--- config.mk ---
export PLATFORM = sky130hd
export DESIGN_NAME = aux_zp_mapper
export DESIGN_NICKNAME = d
export VERILOG_FILES = /design/src/rtl/aux_map_pkg.sv /design/src/rtl/aux_zp_switch.sv /design/src/rtl/aux_zp_decode.sv /design/src/rtl/aux_zp_status.sv /design/src/rtl/aux_zp_mapper.sv
export SDC_FILE = /design/constraint.sdc
export NUM_CORES = 1
export LEC_CHECK = 0
export ABC_AREA = 1
export ABC_CLOCK_PERIOD_IN_PS = 1100
export BUFFER_PORTS_ARGS = -buffer_cell sky130_fd_sc_hd__buf_2
export CAP_MARGIN = 30
export CORE_UTILIZATION = 32
export DETAILED_ROUTE_END_ITERATION = 8
export PLACE_DENSITY = 0.83
export SETUP_SLACK_MARGIN = 0.3
export SLEW_MARGIN = 15
export SYNTH_ARGS = -nofsm -noshare
export SYNTH_HDL_FRONTEND = slang
export SYNTH_SLANG_ARGS = --single-unit
--- constraint.sdc ---
create_clock -name clk -period 1.1 [get_ports clk]
set_input_delay 0.165 -clock clk [delete_from_list [all_inputs] [get_ports clk]]
set_output_delay 0.165 -clock clk [all_outputs]
set_load 0.005 [all_outputs]
--- src/rtl/aux_map_pkg.sv ---
// Shared types and region decode for the auxiliary memory mapper.
// Assumes a 16-bit CPU address bus.
package aux_map_pkg;
    typedef enum logic [1:0] {
        SRC_MAIN = 2'd0,
        SRC_AUX  = 2'd1,
        SRC_ROM  = 2'd2,
        SRC_NONE = 2'd3
    } src_t;

    typedef enum logic [2:0] {
        RG_ZPSTK,
        RG_LOW,
        RG_IO,
        RG_LCD,
        RG_LCEF
    } region_t;

    // Classify an address into a mapping region.
    function automatic region_t classify(input logic [15:0] a);
        if (a[15:9] == 7'd0)            return RG_ZPSTK;
        else if (a[15:12] < 4'hC)       return RG_LOW;
        else if (a[15:12] == 4'hC)      return RG_IO;
        else if (a[15:12] == 4'hD)      return RG_LCD;
        else                            return RG_LCEF;
    endfunction
endpackage

--- src/rtl/aux_zp_switch.sv ---
// Holds the alternate-zero-page flag. Any access (read or write) whose
// address matches SW_ADDR with bit 0 ignored loads address bit 0 into
// the flag at the next clock edge. Assumes SW_ADDR is even.
module aux_zp_switch #(
    parameter logic [15:0] SW_ADDR = 16'hC008
) (
    input  logic        clk,
    input  logic        rst_n,
    input  logic [15:0] addr,
    input  logic        acc,
    output logic        flag
);
    localparam logic [14:0] SW_PAIR = SW_ADDR[15:1];

    logic hit;

    // Detect an access to either switch address.
    always_comb hit = acc && (addr[15:1] == SW_PAIR);

    // Register the flag; synchronous active-low reset clears it.
    always_ff @(posedge clk) begin
        if (!rst_n)   flag <= 1'b0;
        else if (hit) flag <= addr[0];
    end
endmodule

--- src/rtl/aux_zp_decode.sv ---
// Turns a CPU access into a physical source, an offset and a write-enable.
// Purely combinational; uses the current flag and card controls.
// Assumes the write strobe dominates when both strobes are high.
module aux_zp_decode
    import aux_map_pkg::*;
#(
    parameter logic [15:0] ROM_BASE = 16'h0000,
    parameter bit          HAS_CARD = 1'b1
) (
    input  logic [15:0] addr,
    input  logic        rd,
    input  logic        wr,
    input  logic        flag,
    input  logic        lc_present,
    input  logic        lc_rd_en,
    input  logic        lc_wr_inh,
    input  logic        lc_bank1,
    output logic [1:0]  src,
    output logic [15:0] offset,
    output logic        we
);
    localparam logic [15:0] LC_BASE = 16'hD000;

    logic    card_ok;
    region_t rg;
    src_t    ram_src;
    logic [15:0] lc_off;
    logic [15:0] rom_off;

    // Select whether a language card can ever be used.
    generate
        if (HAS_CARD) begin : g_card
            assign card_ok = lc_present;
        end else begin : g_nocard
            assign card_ok = 1'b0;
        end
    endgenerate

    // Derive region, RAM source and candidate offsets.
    always_comb begin
        rg      = classify(addr);
        ram_src = flag ? SRC_AUX : SRC_MAIN;
        if (rg == RG_LCD) lc_off = {(lc_bank1 ? 4'hD : 4'hC), addr[11:0]};
        else              lc_off = addr;
        rom_off = ROM_BASE + (addr - LC_BASE);
    end

    // Pick the source, offset and write-enable for this access.
    always_comb begin
        src    = SRC_NONE;
        offset = '0;
        we     = 1'b0;
        if (rd || wr) begin
            unique case (rg)
                RG_ZPSTK: begin
                    src = ram_src; offset = addr; we = wr;
                end
                RG_LOW: begin
                    src = SRC_MAIN; offset = addr; we = wr;
                end
                RG_IO: ;
                default: begin
                    if (wr) begin
                        if (card_ok && !lc_wr_inh) begin
                            src = ram_src; offset = lc_off; we = 1'b1;
                        end
                    end else if (card_ok && lc_rd_en) begin
                        src = ram_src; offset = lc_off;
                    end else begin
                        src = SRC_ROM; offset = rom_off;
                    end
                end
            endcase
        end
    end
endmodule

--- src/rtl/aux_zp_status.sv ---
// Builds the data returned to the CPU: the bus value passes through,
// except that a read of STAT_ADDR replaces bit 7 with the flag.
module aux_zp_status #(
    parameter logic [15:0] STAT_ADDR = 16'hC016
) (
    input  logic [15:0] addr,
    input  logic        rd,
    input  logic        wr,
    input  logic        flag,
    input  logic [7:0]  din,
    output logic [7:0]  dout
);
    // Merge the flag into bit 7 on a status read.
    always_comb begin
        if (rd && !wr && addr == STAT_ADDR) dout = {flag, din[6:0]};
        else                                dout = din;
    end
endmodule

--- src/rtl/aux_zp_mapper.sv ---
// Top of the auxiliary memory mapper: switch register, address decoder
// and status merge. Outputs are combinational from inputs and the flag.
module aux_zp_mapper
    import aux_map_pkg::*;
#(
    parameter logic [15:0] ROM_BASE  = 16'h0000,
    parameter bit          HAS_CARD  = 1'b1,
    parameter logic [15:0] SW_ADDR   = 16'hC008,
    parameter logic [15:0] STAT_ADDR = 16'hC016
) (
    input  logic        clk,
    input  logic        rst_n,
    input  logic [15:0] cpu_addr,
    input  logic        cpu_rd,
    input  logic        cpu_wr,
    input  logic [7:0]  cpu_din,
    output logic [7:0]  cpu_dout,
    input  logic        lc_present,
    input  logic        lc_rd_en,
    input  logic        lc_wr_inh,
    input  logic        lc_bank1,
    output logic [1:0]  map_src,
    output logic [15:0] map_offset,
    output logic        map_we
);
    logic alt_zp;
    logic acc;

    // Any strobe counts as an access for the soft switch.
    always_comb acc = cpu_rd || cpu_wr;

    aux_zp_switch #(.SW_ADDR(SW_ADDR)) u_switch (
        .clk(clk), .rst_n(rst_n), .addr(cpu_addr), .acc(acc), .flag(alt_zp)
    );

    aux_zp_decode #(.ROM_BASE(ROM_BASE), .HAS_CARD(HAS_CARD)) u_decode (
        .addr(cpu_addr), .rd(cpu_rd), .wr(cpu_wr), .flag(alt_zp),
        .lc_present(lc_present), .lc_rd_en(lc_rd_en),
        .lc_wr_inh(lc_wr_inh), .lc_bank1(lc_bank1),
        .src(map_src), .offset(map_offset), .we(map_we)
    );

    aux_zp_status #(.STAT_ADDR(STAT_ADDR)) u_status (
        .addr(cpu_addr), .rd(cpu_rd), .wr(cpu_wr), .flag(alt_zp),
        .din(cpu_din), .dout(cpu_dout)
    );
endmodule

==> results of run 1 <==
## metrics by stage
| stage | setup TNS [ns] | instances | total power, W | setup slack [ns] |
|---|---|---|---|---|
| after detailed placement | -5.015 | 198 | 0.0004053 | -0.3489 |
| after CTS | -3.898 | 199 | 0.0004371 | -0.2722 |
| after floorplan | 0 | 117 | 0.0002281 | 0.001208 |
| final | -5.391 | 203 | 0.0004803 | -0.3212 |
| after global routing | -6.361 | 203 | 0.0005208 | -0.3858 |
| after global placement | -4.040 | 198 | 0.0003931 | -0.2771 |
## worst max-delay path, cell delays in order
cell and delay (ns):
buf_8 0.10, clkinvlp_4 0.12, ha_4 0.21, nand2_4 0.10
a21oi_4 0.20, clkbuf_16 0.20, nor3_4 0.04, buf_2 0.13
## repair_timing
item	in CTS	in global routing
pin swaps	10	11
endpoints found under the setup margin	21	21
resized for setup	24	11
cloned	0	1
buffers inserted	1	3
hold buffers	0	0
## per-layer routing
metal / vias to the layer above / track usage [%] / share of wire (%) / wire length (um)
met5: - / 0 / 0 / 0
met4: 0 / 5.882 / 2.1 / 51
met3: 6 / 0.7937 / 5.4 / 130
met2: 52 / 44.23 / 57 / 1383
met1: 461 / 25.64 / 35 / 861
li1: 492 / - / - / -
## power breakdown
part | leakage, nW | switching, W | internal, W | total (W)
clock | 0 | 0 | 0 | 0
combinational | 0.643 | 0.000220 | 0.000223 | 0.000443
sequential | 0.00805 | 0.00000000130 | 0.0000370 | 0.0000370
## cells by family after synthesis
kind of cell,Yosys count
flip-flops,1
AND/OR/NAND/NOR,70
buffers and inverters,32
adder cells (fa/ha/maj),3
AO/OA/AOI/OAI,11
## final timing paths
path / from / endpoint / slack (ns) / depth (start not counted)
worst min-delay path: cpu_din[3] / cpu_dout[3] / 0.33 / 0
worst max-delay path: cpu_addr[13] / map_offset[3] / -0.32 / 8
worst max register to register: u_switch.flag$_SDFFE_PN0P_ / u_switch.flag$_SDFFE_PN0P_ / 0.50 / 2
worst min register to register: u_switch.flag$_SDFFE_PN0P_ / u_switch.flag$_SDFFE_PN0P_ / 0.52 / 2
## area by class of cell
class                           count  area, um2  area share [%]
Timing Repair Buffer               70      483.0           39.19
Multi-Input combinational cell     84      603.1           48.93
Tap cell                           25      31.28           2.538
Sequential cell                     1      20.02           1.624
Inverter                           23      95.09           7.716
## layout by cell type, fill, tap and decap left out, drive strengths merged
cell and count:
o211ai 2, a21o 1, nand4 4, o21ai 2, nor3 10, or2 1, a21oi 5, o21bai 1
inv 22, ha 3, nand3 14, buf 69, clkinvlp 1, nand2 23, clkbuf 1, dfxtp 1
nor2 18
==> results.yml, run 1 <==
timing:
  maxSlewHeadroom_pct: 87.42
  hold_viol: 0
  fin_ws_ns: -0.3212
  drv_slew: 0
  post-route-min-period_ns: 1.421
  worst_slew_pin_slew_ns: 0.1882
  rsz0062_at_grt: "true"
  post-route-period-util_pct: 129.2
  skew_ns: 0
  whs_ns: 0.3300
  clock.fmax_mhz: 703.6
  setup_viol: 21
die:
  io_pins: 59
  die_area_um2: 2103
  initial_core_util_pct: 34.89
  die_y_um: 45.86
  rows: 15
  die-width_um: 45.86
  core_area_um2: 1764
finish:
  largestRegisters: "u_switch.flag: 1 flops"
  stdcell_area_um2: 1232
  regMostFlops: "u_switch.flag"
  drive_above_1_share_pct: 60.67
  diodes: 0
  fillerInstances: 143
  largest_register_ff_count: 1
  area_growth_pct: 100.2
  fin_nets: 215
  postLayoutCoreUtil_pct: 69.86
global_routing:
  grt_start_max_net_pins: 13
  grt_pass1_wl_um: 3643
  grt_usage_pct: 22.48
  grt_pass1_vias: 911
  grt_overflow: 0
  antenna_found_initial: 0
setup_path:
  startpoint_type: "primary input"
  crit_type: "in -> out"
  critPathMaxFanout: 6
  cp.required_ns: 0.94
  endpoint_kind: "output port"
  critPathArrivalTime_ns: 1.26
synth:
  synth_area_leader_cell: "inv_1"
  yosysUniqueCellTypes: 22
  synthArstFlopShare_pct: 0
  synth_xor_area_share_pct: 0
  yosysMostFrequentCell: "inv_1"
  synthFlopType: "dfxtp_1"
  synth_compound_area_share_pct: 12.40
  synth.cells.most_frequent: "inv_1 (22), nand2_1 (21), nor2_1 (16), nand3_1 (14), nor3_1 (10)"
  synth_edf_count: 0
  synthAdderAreaFrac_pct: 6.098
  synth-simple-area-share_pct: 52.85
  muxShareOfSynthArea_pct: 0
  syn_area_per_cell_um2: 5.261
  syn-num-nets: 152
  ys_seq_area_share_pct: 3.252
  ys_top_cells_by_area: "inv_1 (13%), nand2_1 (13%), nand3_1 (11%), nor2_1 (9.8%), buf_4 (8.5%)"
  syn_inst: 117
  yosys_register_bits: 1
  netlist.area_leader.share_pct: 13.41
  synth_top_family_by_area: "simple AND/OR/NAND/NOR gates"
  syn_area_um2: 615.6
  synth_warnings: 0
drt:
  vias: 1011
  wirelength_um: 2427
  route.detailed.drc: 0
  via_per_inst: 4.980
  drt-initial-drc-count: 15
  first_pass_iters: 4
  wl_per_cell_um: 11.96
  ant_nets: 0
run_status:
  outcome: "finished, violations left"
  violations: "negative setup slack"
hold_path:
  hold_class: "in -> out"
run:
  max-cap-violations: 0
placed_design:
  dp_hpwl_um: 1803
  postPlaceCellArea_um2: 1042
  place_congestion: 0.9499
  portBuffers: 44
power:
  ir_drop_mv: 0.2648
  powerDensity_nw_per_um2: 389.7
  leakage_nw: 0.6508
clocking:
  insertion_delay_ns: 0
Note: power is estimated with default switching activity, not from simulation.
==> run 2, diff against run 1 <==
--- a/config.mk
+++ b/config.mk
@@ -13,6 +13,7 @@
 export DETAILED_ROUTE_END_ITERATION = 8
 export PLACE_DENSITY = 0.83
 export SETUP_SLACK_MARGIN = 0.3
+export SKIP_LAST_GASP = 1
 export SLEW_MARGIN = 15
 export SYNTH_ARGS = -nofsm -noshare
 export SYNTH_HDL_FRONTEND = slang
==> results.yml, run 2 (synthesized netlist as in run 1, its figures left out) <==
run_status:
  outcome: "finished, violations left"
  violations: "negative setup slack"
global_routing:
  grt_start_max_net_pins: 13
  grt_overflow: 0
  grt_pass1_wl_um: 3546
  antenna_found_initial: 0
  grt_pass1_vias: 909
  grt_usage_pct: 21.84
drt:
  vias: 996
  route.detailed.drc: 0
  first_pass_iters: 4
  ant_nets: 0
  via_per_inst: 4.931
  wirelength_um: 2319
  wl_per_cell_um: 11.48
  drt-initial-drc-count: 15
finish:
  fillerInstances: 139
  final_common_cell: "buf_2"
  regMostFlops: "u_switch.flag"
  diodes: 0
  drive_above_1_share_pct: 60.45
  final_cell_mix: "buf_2 (43), buf_4 (19), inv_1 (18), nand2_1 (15)"
  fin_nets: 214
  largestRegisters: "u_switch.flag: 1 flops"
  stdcell_area_um2: 1232
  largest_register_ff_count: 1
  area_growth_pct: 100.2
setup_path:
  startpoint_type: "primary input"
  cp.required_ns: 0.94
  slowest_stage: "ha_4"
  crit_buf_inv: 4
  crit_type: "in -> out"
  cp_slowest_stage_delay_ns: 0.21
  critPathMaxFanout: 6
  worstPathCellList: "buf_8, clkinvlp_4, ha_4, nand2_4, a21oi_4, clkbuf_16, nor3_2, buf_2"
  endpoint_kind: "output port"
  critPathArrivalTime_ns: 1.26
  cp_top_family: "buffers and inverters"
clocking:
  insertion_delay_ns: 0
timing:
  maxSlewHeadroom_pct: 86.76
  fin_ws_ns: -0.3261
  post-route-period-util_pct: 129.6
  clock.fmax_mhz: 701.2
  skew_ns: 0
  fin_tns_setup_ns: -5.386
  worst_slew_pin_slew_ns: 0.1986
  drv_slew: 0
  post-route-min-period_ns: 1.426
  setup_viol: 21
  whs_ns: 0.3300
  hold_viol: 0
  rsz0062_at_grt: "true"
power:
  leakage_nw: 0.6476
  powerDensity_nw_per_um2: 389.0
  ir_drop_mv: 0.2564
  power_w: 0.0004794
die:
  rows: 15
  core_area_um2: 1764
  initial_core_util_pct: 34.89
  die_area_um2: 2103
  die-width_um: 45.86
  io_pins: 59
  die_y_um: 45.86
hold_path:
  hold_class: "in -> out"
placed_design:
  portBuffers: 44
  dp_hpwl_um: 1803
  pre_cts_ws_ns: -0.3489
  postPlaceCellArea_um2: 1042
  place_congestion: 0.9499
run:
  max-cap-violations: 0
run 2: changes by cell type in the layout (fill, tap and decap cells not counted), sizes merged:
cell  previous run  this run
buf             69        68
run 2: path summary, 6_finish.rpt:
kind	end	start	slack, ns	cells after the start
worst min register to register	u_switch.flag$_SDFFE_PN0P_	u_switch.flag$_SDFFE_PN0P_	0.52	2
worst max register to register	u_switch.flag$_SDFFE_PN0P_	u_switch.flag$_SDFFE_PN0P_	0.50	2
worst max-delay path	map_offset[3]	cpu_addr[13]	-0.33	8
worst min-delay path	cpu_dout[3]	cpu_din[3]	0.33	0
run 2: per-layer routing:
metal / up-vias / share of wire [%] / global-route usage, % / wire length [um]
li1: 489 / - / - / -
met1: 458 / 37 / 24.94 / 855
met2: 45 / 56 / 42.54 / 1298
met3: 4 / 5.6 / 0.7937 / 130
met4: 0 / 1.5 / 6.471 / 35
met5: - / 0 / 0 / 0
run 2: stage by stage:
stage / std cells / util [%]
2_1_floorplan: 117 / -
3_3_place_gp: 198 / 59.08
3_5_place_dp: 198 / 59.08
4_1_cts: 199 / 63.55
5_1_grt: 202 / 69.86
6_report: 202 / 69.86
run 2: cell type report:
class                   instances  area, um2  share of cell area (%)
repair buffers                 69      471.7                   38.27
well taps                      25      31.28                   2.538
inverters                      23      95.09                   7.716
multi-input cells              84      614.3                   49.85
flip-flops and latches          1      20.02                   1.624
run 2: power by group:
group | switching [W] | total, W | internal [W]
clock | 0 | 0 | 0
combinational | 0.000220 | 0.000442 | 0.000222
sequential | 0.00000000132 | 0.0000370 | 0.0000370
run 2: what timing repair did:
item                       4_1_cts  5_1_grt
setup endpoints to repair       21       21
buffers inserted                 1        2
gates resized for setup         20       16
pin swaps                       10        8
hold buffers                     0        0
gates cloned                     0        1
